<file path="src/rtl/ecc_scrub_pkg.sv">
package ecc_scrub_pkg;

  typedef enum logic [1:0] {
    SRC_LOAD   = 2'd0,
    SRC_STORE  = 2'd1,
    SRC_VICTIM = 2'd2,
    SRC_RSVD   = 2'd3
  } err_src_e;

  typedef enum logic [1:0] {
    ST_IDLE  = 2'd0,
    ST_EVICT = 2'd1,
    ST_WBACK = 2'd2,
    ST_DONE  = 2'd3
  } scrub_state_e;

endpackage

</file>
<file path="src/rtl/scrub_err_fifo.sv">
module scrub_err_fifo #(
  parameter int W     = 8,
  parameter int DEPTH = 4,
  localparam int PTR_W = $clog2(DEPTH)
) (
  input  logic         clk,
  input  logic         rst,
  input  logic         push,
  input  logic [W-1:0] din,
  input  logic         pop,
  output logic [W-1:0] dout,
  output logic         empty,
  output logic         full
);

  logic [W-1:0]     mem [DEPTH];
  logic [PTR_W-1:0] wptr, rptr;
  logic [PTR_W:0]   cnt;
  logic             do_push, do_pop;

  assign empty   = (cnt == '0);
  assign full    = (cnt == (PTR_W+1)'(DEPTH));
  assign do_push = push && !full;
  assign do_pop  = pop && !empty;
  assign dout    = mem[rptr];

  always_ff @(posedge clk) begin
    if (do_push) mem[wptr] <= din;
  end

  always_ff @(posedge clk) begin
    if (rst) begin
      wptr <= '0;
      rptr <= '0;
      cnt  <= '0;
    end else begin
      if (do_push) wptr <= wptr + 1'b1;
      if (do_pop)  rptr <= rptr + 1'b1;
      case ({do_push, do_pop})
        2'b10:   cnt <= cnt + 1'b1;
        2'b01:   cnt <= cnt - 1'b1;
        default: cnt <= cnt;
      endcase
    end
  end

endmodule

</file>
<file path="src/rtl/scrub_victim_buf.sv">
module scrub_victim_buf #(
  parameter int DATA_W = 64,
  parameter int DEPTH  = 8,
  localparam int A_W = $clog2(DEPTH)
) (
  input  logic              clk,
  input  logic              wr_en,
  input  logic [A_W-1:0]    wr_addr,
  input  logic [DATA_W-1:0] wr_data,
  input  logic              rd_en,
  input  logic [A_W-1:0]    rd_addr,
  output logic [DATA_W-1:0] rd_data
);

  logic [DATA_W-1:0] mem [DEPTH];

  always_ff @(posedge clk) begin
    if (wr_en) mem[wr_addr] <= wr_data;
    if (rd_en) rd_data <= mem[rd_addr];
  end

endmodule

</file>
<file path="src/rtl/scrub_stall_track.sv">
module scrub_stall_track #(
  parameter int CNT_W = 3
) (
  input  logic clk,
  input  logic rst,
  input  logic inc_retire,
  input  logic inc_map,
  input  logic dec_retire,
  input  logic dec_map,
  input  logic trap_req,
  output logic retire_stall,
  output logic map_stall,
  output logic replay_trap
);

  logic [CNT_W-1:0] ret_cnt, map_cnt, ret_nx, map_nx;

  assign ret_nx = ret_cnt + CNT_W'(inc_retire) - CNT_W'(dec_retire);
  assign map_nx = map_cnt + CNT_W'(inc_map) - CNT_W'(dec_map);

  always_ff @(posedge clk) begin
    if (rst) begin
      ret_cnt      <= '0;
      map_cnt      <= '0;
      retire_stall <= 1'b0;
      map_stall    <= 1'b0;
      replay_trap  <= 1'b0;
    end else begin
      ret_cnt      <= ret_nx;
      map_cnt      <= map_nx;
      retire_stall <= (ret_nx != '0);
      map_stall    <= (map_nx != '0);
      replay_trap  <= trap_req;
    end
  end

endmodule

</file>
<file path="src/rtl/ecc_scrub_ctrl.sv">
module ecc_scrub_ctrl
  import ecc_scrub_pkg::*;
#(
  parameter int IDX_W      = 6,
  parameter int QW_PER_BLK = 8,
  parameter int DATA_W     = 64,
  parameter int PEND_DEPTH = 4,
  localparam int QW_W   = $clog2(QW_PER_BLK),
  localparam int ADDR_W = IDX_W + QW_W
) (
  input  logic              clk,
  input  logic              rst,
  input  logic              err_valid,
  input  logic [1:0]        err_src,
  input  logic              err_probe_cycle,
  input  logic [IDX_W-1:0]  err_idx,
  output logic              rd_en,
  output logic [ADDR_W-1:0] rd_addr,
  input  logic [DATA_W-1:0] rd_data,
  output logic              wr_en,
  output logic [ADDR_W-1:0] wr_addr,
  output logic [DATA_W-1:0] wr_data,
  output logic              replay_trap,
  output logic              retire_stall,
  output logic              map_stall,
  output logic              dc_err_flag
);

  localparam int REC_W = IDX_W + 2;
  localparam int CNT_W = $clog2(PEND_DEPTH + 2);
  localparam logic [QW_W:0] QW_N = (QW_W+1)'(QW_PER_BLK);

  // Accept side: classify the incoming error.
  err_src_e   src_e;
  logic       accept, is_load, needs_retire;
  logic [REC_W-1:0] rec_in, rec_out;
  logic       fifo_empty, fifo_full, pop;

  assign src_e        = err_src_e'(err_src);
  assign accept       = err_valid && (src_e != SRC_RSVD);
  assign is_load      = accept && (src_e == SRC_LOAD);
  assign needs_retire = is_load && err_probe_cycle;
  assign rec_in       = {needs_retire, is_load, err_idx};

  scrub_err_fifo #(.W(REC_W), .DEPTH(PEND_DEPTH)) u_pend (
    .clk  (clk),
    .rst  (rst),
    .push (accept),
    .din  (rec_in),
    .pop  (pop),
    .dout (rec_out),
    .empty(fifo_empty),
    .full (fifo_full)
  );

  // Scrub sequencer.
  scrub_state_e     state;
  logic [IDX_W-1:0] job_idx;
  logic             job_retire, job_map;
  logic [QW_W:0]    rcnt, wcnt;
  logic             cap_v;
  logic [QW_W-1:0]  cap_qw;
  logic             vb_rd;
  logic             wr_en_q;
  logic [QW_W-1:0]  wr_qw_q;
  logic [DATA_W-1:0] vb_rdata;
  logic             done;

  assign pop   = (state == ST_IDLE) && !fifo_empty;
  assign rd_en = (state == ST_EVICT) && (rcnt != QW_N);
  assign vb_rd = (state == ST_WBACK) && (wcnt != QW_N);
  assign done  = (state == ST_DONE);

  assign rd_addr = {job_idx, rcnt[QW_W-1:0]};
  assign wr_en   = wr_en_q;
  assign wr_addr = {job_idx, wr_qw_q};
  assign wr_data = vb_rdata;

  always_ff @(posedge clk) begin
    if (rst) begin
      state       <= ST_IDLE;
      job_idx     <= '0;
      job_retire  <= 1'b0;
      job_map     <= 1'b0;
      rcnt        <= '0;
      wcnt        <= '0;
      cap_v       <= 1'b0;
      cap_qw      <= '0;
      wr_en_q     <= 1'b0;
      wr_qw_q     <= '0;
      dc_err_flag <= 1'b0;
    end else begin
      cap_v   <= rd_en;
      cap_qw  <= rcnt[QW_W-1:0];
      wr_en_q <= vb_rd;
      wr_qw_q <= wcnt[QW_W-1:0];
      unique case (state)
        ST_IDLE: begin
          if (pop) begin
            {job_retire, job_map, job_idx} <= rec_out;
            rcnt  <= '0;
            wcnt  <= '0;
            state <= ST_EVICT;
          end
        end
        ST_EVICT: begin
          if (rd_en)       rcnt  <= rcnt + 1'b1;
          else if (!cap_v) state <= ST_WBACK;
        end
        ST_WBACK: begin
          if (vb_rd)          wcnt  <= wcnt + 1'b1;
          else if (!wr_en_q)  state <= ST_DONE;
        end
        ST_DONE: begin
          dc_err_flag <= 1'b1;
          state       <= ST_IDLE;
        end
        default: state <= ST_IDLE;
      endcase
    end
  end

  scrub_victim_buf #(.DATA_W(DATA_W), .DEPTH(QW_PER_BLK)) u_vbuf (
    .clk    (clk),
    .wr_en  (cap_v),
    .wr_addr(cap_qw),
    .wr_data(rd_data),
    .rd_en  (vb_rd),
    .rd_addr(wcnt[QW_W-1:0]),
    .rd_data(vb_rdata)
  );

  scrub_stall_track #(.CNT_W(CNT_W)) u_stall (
    .clk         (clk),
    .rst         (rst),
    .inc_retire  (needs_retire),
    .inc_map     (is_load),
    .dec_retire  (done && job_retire),
    .dec_map     (done && job_map),
    .trap_req    (is_load),
    .retire_stall(retire_stall),
    .map_stall   (map_stall),
    .replay_trap (replay_trap)
  );

endmodule

</file>
<file path="config.mk">
export PLATFORM = sky130hd
export DESIGN_NAME = ecc_scrub_ctrl
export DESIGN_NICKNAME = d
export VERILOG_FILES = /design/src/rtl/ecc_scrub_pkg.sv /design/src/rtl/scrub_err_fifo.sv /design/src/rtl/scrub_victim_buf.sv /design/src/rtl/scrub_stall_track.sv /design/src/rtl/ecc_scrub_ctrl.sv
export SDC_FILE = /design/constraint.sdc
export NUM_CORES = 1
export LEC_CHECK = 0
export ABC_AREA = 0
export BUFFER_PORTS_ARGS = -buffer_cell sky130_fd_sc_hd__buf_4
export CAP_MARGIN = 20
export CORE_AREA = 2 2 268 270
export CTS_CLUSTER_SIZE = 8
export DETAILED_ROUTE_END_ITERATION = 10
export DIE_AREA = 0 0 270 272
export HOLD_SLACK_MARGIN = 0.06
export PLACE_DENSITY = 0.52
export SETUP_SLACK_MARGIN = 0.3
export SYNTH_ARGS = -nofsm -noshare
export SYNTH_HDL_FRONTEND = slang
export SYNTH_SLANG_ARGS = --single-unit
export TNS_END_PERCENT = 100
</file>
<file path="constraint.sdc">
create_clock -name clk -period 9.1 [get_ports clk]
set_clock_uncertainty 0.2 [all_clocks]
set_input_delay 0.91 -clock clk [delete_from_list [all_inputs] [get_ports clk]]
set_output_delay 0.91 -clock clk [all_outputs]
set_load 0.01 [all_outputs]
</file>
==> flow_summary.toml, run 1 <==
[clock_network]
cts_tree = "built"
cts.hold.buffers_added = 0
cts_resized = 0
cts_buffers = 91
post_cts_buffers = 0
htree_num_levels = 3
clock_path_buffers = 3
clk_pin_slew_ns = 0.05
cts_sinks = 651
worstSkewPairLatency_ns = 0.62
cts-root-buf = "clkbuf_16"

[place]
place_area_um2 = 26700
detailedPlace.worstSlack_ns = 5.60
hpwl_mm = 28.1
gp_congestion = 0.692
io_buffers = 163

[route]
firstDrtPassIters = 5
drc = 0
final_antenna_net_count = 0
routedWlPerCell_um = 22.3
vias = 11700
routed_wl_mm = 53.9
drt_iter0_drc = 896
viasPerCell = 4.85

[floorplanning]
initial_core_util_pct = 34.5
dieArea_um2 = 73400
die_y_um = 272
core-area_um2 = 70800
io_pins = 164
placementRows = 98
dieWidth_um = 270

[synthesis]
yosys-top-cells-count = "608 x edfxtp_1, 219 x nand2_1, 136 x mux4_2, 43 x dfxtp_1, 31 x nor2_1"
yosysTopAreaCellShare_pct = 74.7
synthCells = 1226
synth_edf_count = 608
netlist_top_cells_area = "edfxtp_1 75%, mux4_2 13%, dfxtp_1 3.5%"
async_flop_share_pct = 0
syn_area_um2 = 24400
synthFlopType = "edfxtp_1"
synth_nets = 1322
syn_area_per_cell_um2 = 19.9
synth_cell_types = 42
yosysTopAreaCell = "edfxtp_1"
yosys_warnings = 0
post-synth-top-count-cell = "edfxtp_1"
ys_seq_elements = 651
synth-seq-area-share_pct = 78.3

[status]
status = "finished clean"

[hold_path]
hold_path_class = "reg -> reg"
hp-start = "job_retire"

[critical_path]
cpLargestDelayFamily = "buffers and inverters"
crit_path_end = "u_vbuf.rd_data[15]"
r2r_cells = 5
cp_cell_sequence = "buf_4 > buf_4 > mux4_2 > nand2_1 > nand2_1"
worstReg2RegStart = "wcnt[0]"
endpoint_kind = "flop"
cp_num_cells = 5
critPathRequiredTime_ns = 9.25
crit_buf_inv = 2
ff2ff_setup_slack_ns = 5.76
crit_start = "wcnt[0]"
cpPeakStageDelay_ns = 0.81
critPathLaunchType = "flop"
slowest_stage = "buf_4"
path_max_fanout = 41
path_class = "reg -> reg"
arrival_ns = 3.49
r2r-end = "u_vbuf.rd_data[15]"

[layout]
syn_to_final_growth_pct = 19.4
final_layout_size_suffix_gt1_share_pct = 29.8
final_nets = 1537
postLayoutCellArea_um2 = 29200
utilization_pct = 41.2

[global_route]
grt_max_degree = 60
grt-ovfl-total = 0
grt_pass1_vias = 12500
antenna_found_initial = 5
track_usage_pct = 14.8
grt_pass1_wl_mm = 80.6

[sta]
slew_viol_final = 0
finalHoldViolCount = 0
fmax_ghz = 0.300
max_slew_margin_pct = 27.5
period_share_pct = 36.7
fin_setup_tns_ns = 0
tightest_slew_ns = 1.09
rsz0062_at_grt = "no"
finalSetupViolCount = 0
fin_crit_ns = 3.34
setup_slack_ns = 5.76

[job]
maxCapViolations = 0

[power_and_ir_drop]
p_int_uw = 5960
pwr-share-seq_pct = 46.0
vdd_drop_max_uv = 123
switching_share_pct = 24.6
p_per_area_nw_per_um2 = 271
clkPwrFrac_pct = 37.9
p_leak_uw = 0.00966
pwr-share-comb_pct = 16.1
netSwitchingPower_uw = 1940
-- layout by cell type (no fill, tap or decap), types with 3 or more instances in the layout --
master	n
a21oi_1	16
and2_1	7
buf_4	182
clkbuf_1	16
clkbuf_16	93
dfxtp_1	40
dfxtp_4	3
edfxtp_1	608
fa_1	3
ha_1	17
inv_1	23
mux4_2	136
nand2_1	219
nand2b_1	4
nor2_1	25
nor2_4	6
nor2b_1	4
nor3_1	6
o21ai_0	7
o31ai_1	3
xnor2_1	5
xor2_1	4
-- worst min-delay path by stage --
stage / to / slack, ns / cells after the start
2_1_floorplan: job_map / 0.23 / 2
3_3_place_gp: job_retire / 0.24 / 2
3_5_place_dp: job_retire / 0.25 / 2
4_1_cts: u_stall.replay_trap / 0.25 / 2
5_1_grt: u_pend.mem[2][1] / 0.27 / 1
6_report: job_retire / 0.26 / 2
-- power by group through the flow --
stage | combinational [uW] | clock, uW | sequential (uW)
floorplan | 929 | 0 | 3670
global placement | 1310 | 0 | 3690
detailed placement | 1310 | 0 | 3690
CTS | 1310 | 3080 | 3640
global route | 1410 | 3200 | 3650
finish | 1270 | 2990 | 3630
-- metal layers --
layer	part of all wire (%)	GRT usage, %
met5	0.085	0
met4	2.0	4.81
met3	4.7	3.08
met2	50	24.6
met1	44	19.5
-- worst reg2reg max path, delay by kind of cell (launching register included) --
family        cells  cell delay [ns]
flops             1             0.54
mux               1             0.64
simple gates      2             0.16
buf+inv           2             1.55
-- area by class of cell --
class / count / area [um^2]
clock buffers: 109 / 2390
fillers: 6265 / 41600
repair buffers: 182 / 1370
well taps: 950 / 1190
inverters: 25 / 95.1
clock inverters: 4 / 71.3
flip-flops and latches: 651 / 19100
diodes: 1 / 2.50
multi-input cells: 490 / 4920
-- cells by family (layout without fill, tap and decap cells) --
family | Yosys count | after routing | synth area share [%]
adder cells (fa/ha/maj) | 20 | 20 | 1.12
XOR/XNOR | 9 | 9 | 0.323
flip-flops | 651 | 651 | 78.3
multiplexers | 138 | 138 | 12.6
AO/OA/AOI/OAI | 34 | 34 | 0.907
buffers and inverters | 85 | 320 | 1.81
other | 0 | 1 | 0
AND/OR/NAND/NOR | 289 | 289 | 4.95
-- registers in the layout (all words and copies together), names as in the netlist, 2 cells and up --
name and count:
cap_qw 3, job_idx 6, rcnt 4, state 2, u_pend.cnt 3, u_pend.mem 32
u_pend.rptr 2, u_pend.wptr 2, u_stall.map_cnt 3, u_stall.ret_cnt 3, u_vbuf.mem 512, u_vbuf.rd_data 64
wcnt 4, wr_qw_q 3
-- through the flow --
step / hold slack, ns / power (uW) / cells
5_1_grt: 0.273 / 8260 / 2412
3_5_place_dp: 0.251 / 5000 / 2298
4_1_cts: 0.254 / 8030 / 2411
2_1_floorplan: 0.232 / 4600 / 1226
6_report: 0.257 / 7890 / 2412
3_3_place_gp: 0.239 / 5000 / 2298
Power figures use the tool's default switching activity.
==> inputs of run 2 (changes only) <==
- ABC_AREA: 0 -> 1
- CORE_AREA: 2 2 268 270 -> 2 2 271 273
- DIE_AREA: 0 0 270 272 -> 0 0 273 275
- clock period: 9.1 -> 3.1 ns (I/O delays scaled with it)
==> run 2 against run 1 <==
Compared with the run above:
- cell count up 29%
- synthesized area rose by 2.5%
- critical path depth is 7 higher
- hold slack lost 0.045 ns
- sequential power rose to 2.9 times the previous value
- clock power rose to 3.0 times the previous value
- sequential share of layout area shrank 2.9 points
- largest power group unchanged
- setup slack got worse by 5.1 ns
- count of clock-buffer cells in the layout shrank 1
- first-iteration DRC count increased by 1.2%
- core utilization increased by 0.99 points
- critical endpoint is now u_pend.cnt[2]
- highest routed layer unchanged
==> flow_summary.toml, run 2 <==
[place]
io_buffers = 163
gp_congestion = 0.710
hpwl_mm = 30.2

[floorplanning]
initial_core_util_pct = 34.6
io_pins = 164
dieArea_um2 = 75100
core-area_um2 = 72300
placementRows = 99
die_y_um = 275
dieWidth_um = 273

[synthesis]
yosysTopAreaCell = "edfxtp_1"
synth_compound_area_share_pct = 9.58
synthMuxAreaShare_pct = 0
syn_area_um2 = 25000
post-synth-top-count-cell = "edfxtp_1"
ys_seq_elements = 651
synthSimpleGateAreaFrac_pct = 9.03
synth_top_family_by_area = "compound AO/OA/AOI/OAI gates"
synth_edf_count = 608
synthCells = 1889
yosys_warnings = 0
synth_adder_area_share_pct = 1.09
synth_nets = 1985
yosys-top-cells-count = "608 x edfxtp_1, 334 x nor2_1, 242 x nand2_1, 204 x o21ai_0, 136 x o22ai_1"
syn_area_per_cell_um2 = 13.2
yosysTopAreaCellShare_pct = 72.9
synth_cell_types = 25
synth-seq-area-share_pct = 76.4
synth-xor-area-share_pct = 0.140
synthFlopType = "edfxtp_1"
netlist_top_cells_area = "edfxtp_1 73%, nor2_1 5.0%, o21ai_0 4.1%"
async_flop_share_pct = 0

[layout]
reg_top3 = "u_vbuf.mem x512, u_vbuf.rd_data x64, u_pend.mem x32"
final_nets = 2232
regMostFlops = "u_vbuf.mem"
layout_commonest_cell = "edfxtp_1"
mostFrequentLayoutCells = "608 x edfxtp_1, 325 x nor2_1, 242 x nand2_1"
syn_to_final_growth_pct = 22.0
final_layout_size_suffix_gt1_share_pct = 14.6
utilization_pct = 42.2
largest_reg_flops = 512
fill_cells = 6691

[power_and_ir_drop]
vdd_drop_max_uv = 660
p_leak_uw = 0.0107
p_per_area_nw_per_um2 = 795
design_power_total_uw = 24300

[critical_path]
worstReg2RegStart = "state[0]"
ff2ff_setup_slack_ns = 0.64
r2r_cells = 12
r2r-end = "u_pend.cnt[2]"
critPathLaunchType = "flop"
path_class = "reg -> reg"
arrival_ns = 2.84
endpoint_kind = "flop"
critPathRequiredTime_ns = 3.48
path_max_fanout = 10

[clock_network]
clk_pin_slew_ns = 0.05
clock_path_buffers = 3
post_cts_buffers = 0
worstSkewPairLatency_ns = 0.64
cts_sinks = 651
htree_num_levels = 3
cts-root-buf = "clkbuf_16"
cts_tree = "built"
cts_buffers = 91

[global_route]
grt_max_degree = 260
grt-ovfl-total = 0
track_usage_pct = 16.3
grt_pass1_wl_mm = 92.9
antenna_found_initial = 5
grt_pass1_vias = 15500

[hold_path]
hold_path_class = "in -> reg"
hold_depth = 2
min_to = "u_pend.mem[1][4]"
hp-start = "err_idx[4]"

[route]
drc = 0
vias = 15400
routedWlPerCell_um = 19.7
routed_wl_mm = 61.4
drt_iter0_drc = 907
firstDrtPassIters = 5
final_antenna_net_count = 0
viasPerCell = 4.95

[status]
status = "finished clean"

[sta]
fin_crit_ns = 2.46
slew_viol_final = 0
finalHoldViolCount = 0
rsz0062_at_grt = "no"
fmax_ghz = 0.406
tightest_slew_ns = 1.25
max_slew_margin_pct = 16.8
finalSetupViolCount = 0
period_share_pct = 79.5

[job]
maxCapViolations = 0
[run 2: cell types whose count changed in the layout (fill, tap and decap cells not counted), moves of 23 or more]
cell and delta:
o22ai_1 +136, mux4_2 -136, dlygate4sd3_1 +75, o21ai_1 +85, o21ai_0 +197, nand2_1 +23
inv_1 +28, nor2_1 +300
[run 2: critical path: stages (launching register included)]
cell     delay, ns
dfxtp_1       0.33
inv_1         0.09
ha_1          0.22
nand2_1       0.27
inv_4         0.21
ha_1          0.16
inv_1         0.07
fa_1          0.38
a21oi_1       0.15
o21ai_0       0.11
nand2_1       0.08
nand2_1       0.05
nor2_1        0.09
[run 2: where the power goes]
part	total (uW)	switching, uW	internal, uW
registers	10700	297	10400
logic	4710	3090	1620
clock network	8890	3540	5360
[run 2: worst max-delay path by stage]
stage,startpoint,to,slack [ns]
after floorplan,cap_v,u_vbuf.mem[1][0],-0.71
after global placement,state[0],u_pend.cnt[2],0.58
after detailed placement,state[0],u_pend.cnt[2],0.57
after CTS,err_src[1],u_stall.retire_stall,0.38
after global routing,state[0],u_pend.cnt[2],0.33
final,state[0],u_pend.cnt[2],0.64
[run 2: what timing repair did]
item                       CTS  global route
hold endpoints to repair   564             0
setup endpoints to repair    0             4
hold buffers                76             0
resized for setup            0             4
[run 2: cells by family after synthesis]
| family | count (synthesis) |
|---|---|
| fa+ha+maj | 20 |
| buf+inv | 175 |
| xor+xnor | 4 |
| simple gates | 594 |
| flops | 651 |
| compound gates | 445 |
[run 2: metal layers]
layer  up-vias  global-route usage [%]  share of wire [%]  wire length, um
met1      7697                    21.0                 44            27200
met3        98                    3.01                4.4             2700
li1       7297                       -                  -                -
met5         -                       0              0.068               42
met2       345                    27.8                 49            30300
met4         6                    5.06                1.9             1180
[run 2: through the flow]
| step | cell area [um^2] | instances | setup slack, ns | TNS [ns] | hold WS [ns] |
|---|---|---|---|---|---|
| finish | 30500 | 3120 | 0.636 | 0 | 0.212 |
| global route | 30500 | 3120 | 0.328 | 0 | 0.208 |
| CTS | 30500 | 3119 | 0.377 | 0 | 0.180 |
| detailed placement | 27200 | 2927 | 0.569 | 0 | 0.268 |
| global placement | 27200 | 2927 | 0.578 | 0 | 0.264 |
| floorplan | 25000 | 1889 | -0.712 | -362.11 | 0.209 |
[run 2: layout make-up]
cell class	instances	area, um^2	area share (%)
clock buffer	108	2340	7.67
timing repair buffer	269	2390	7.84
clock inverter	8	185	0.606
tap	959	1200	3.93
antenna	2	5.00	0.0164
inverter	60	243	0.795
multi-input combinational	1063	5030	16.5
sequential	651	19100	62.7
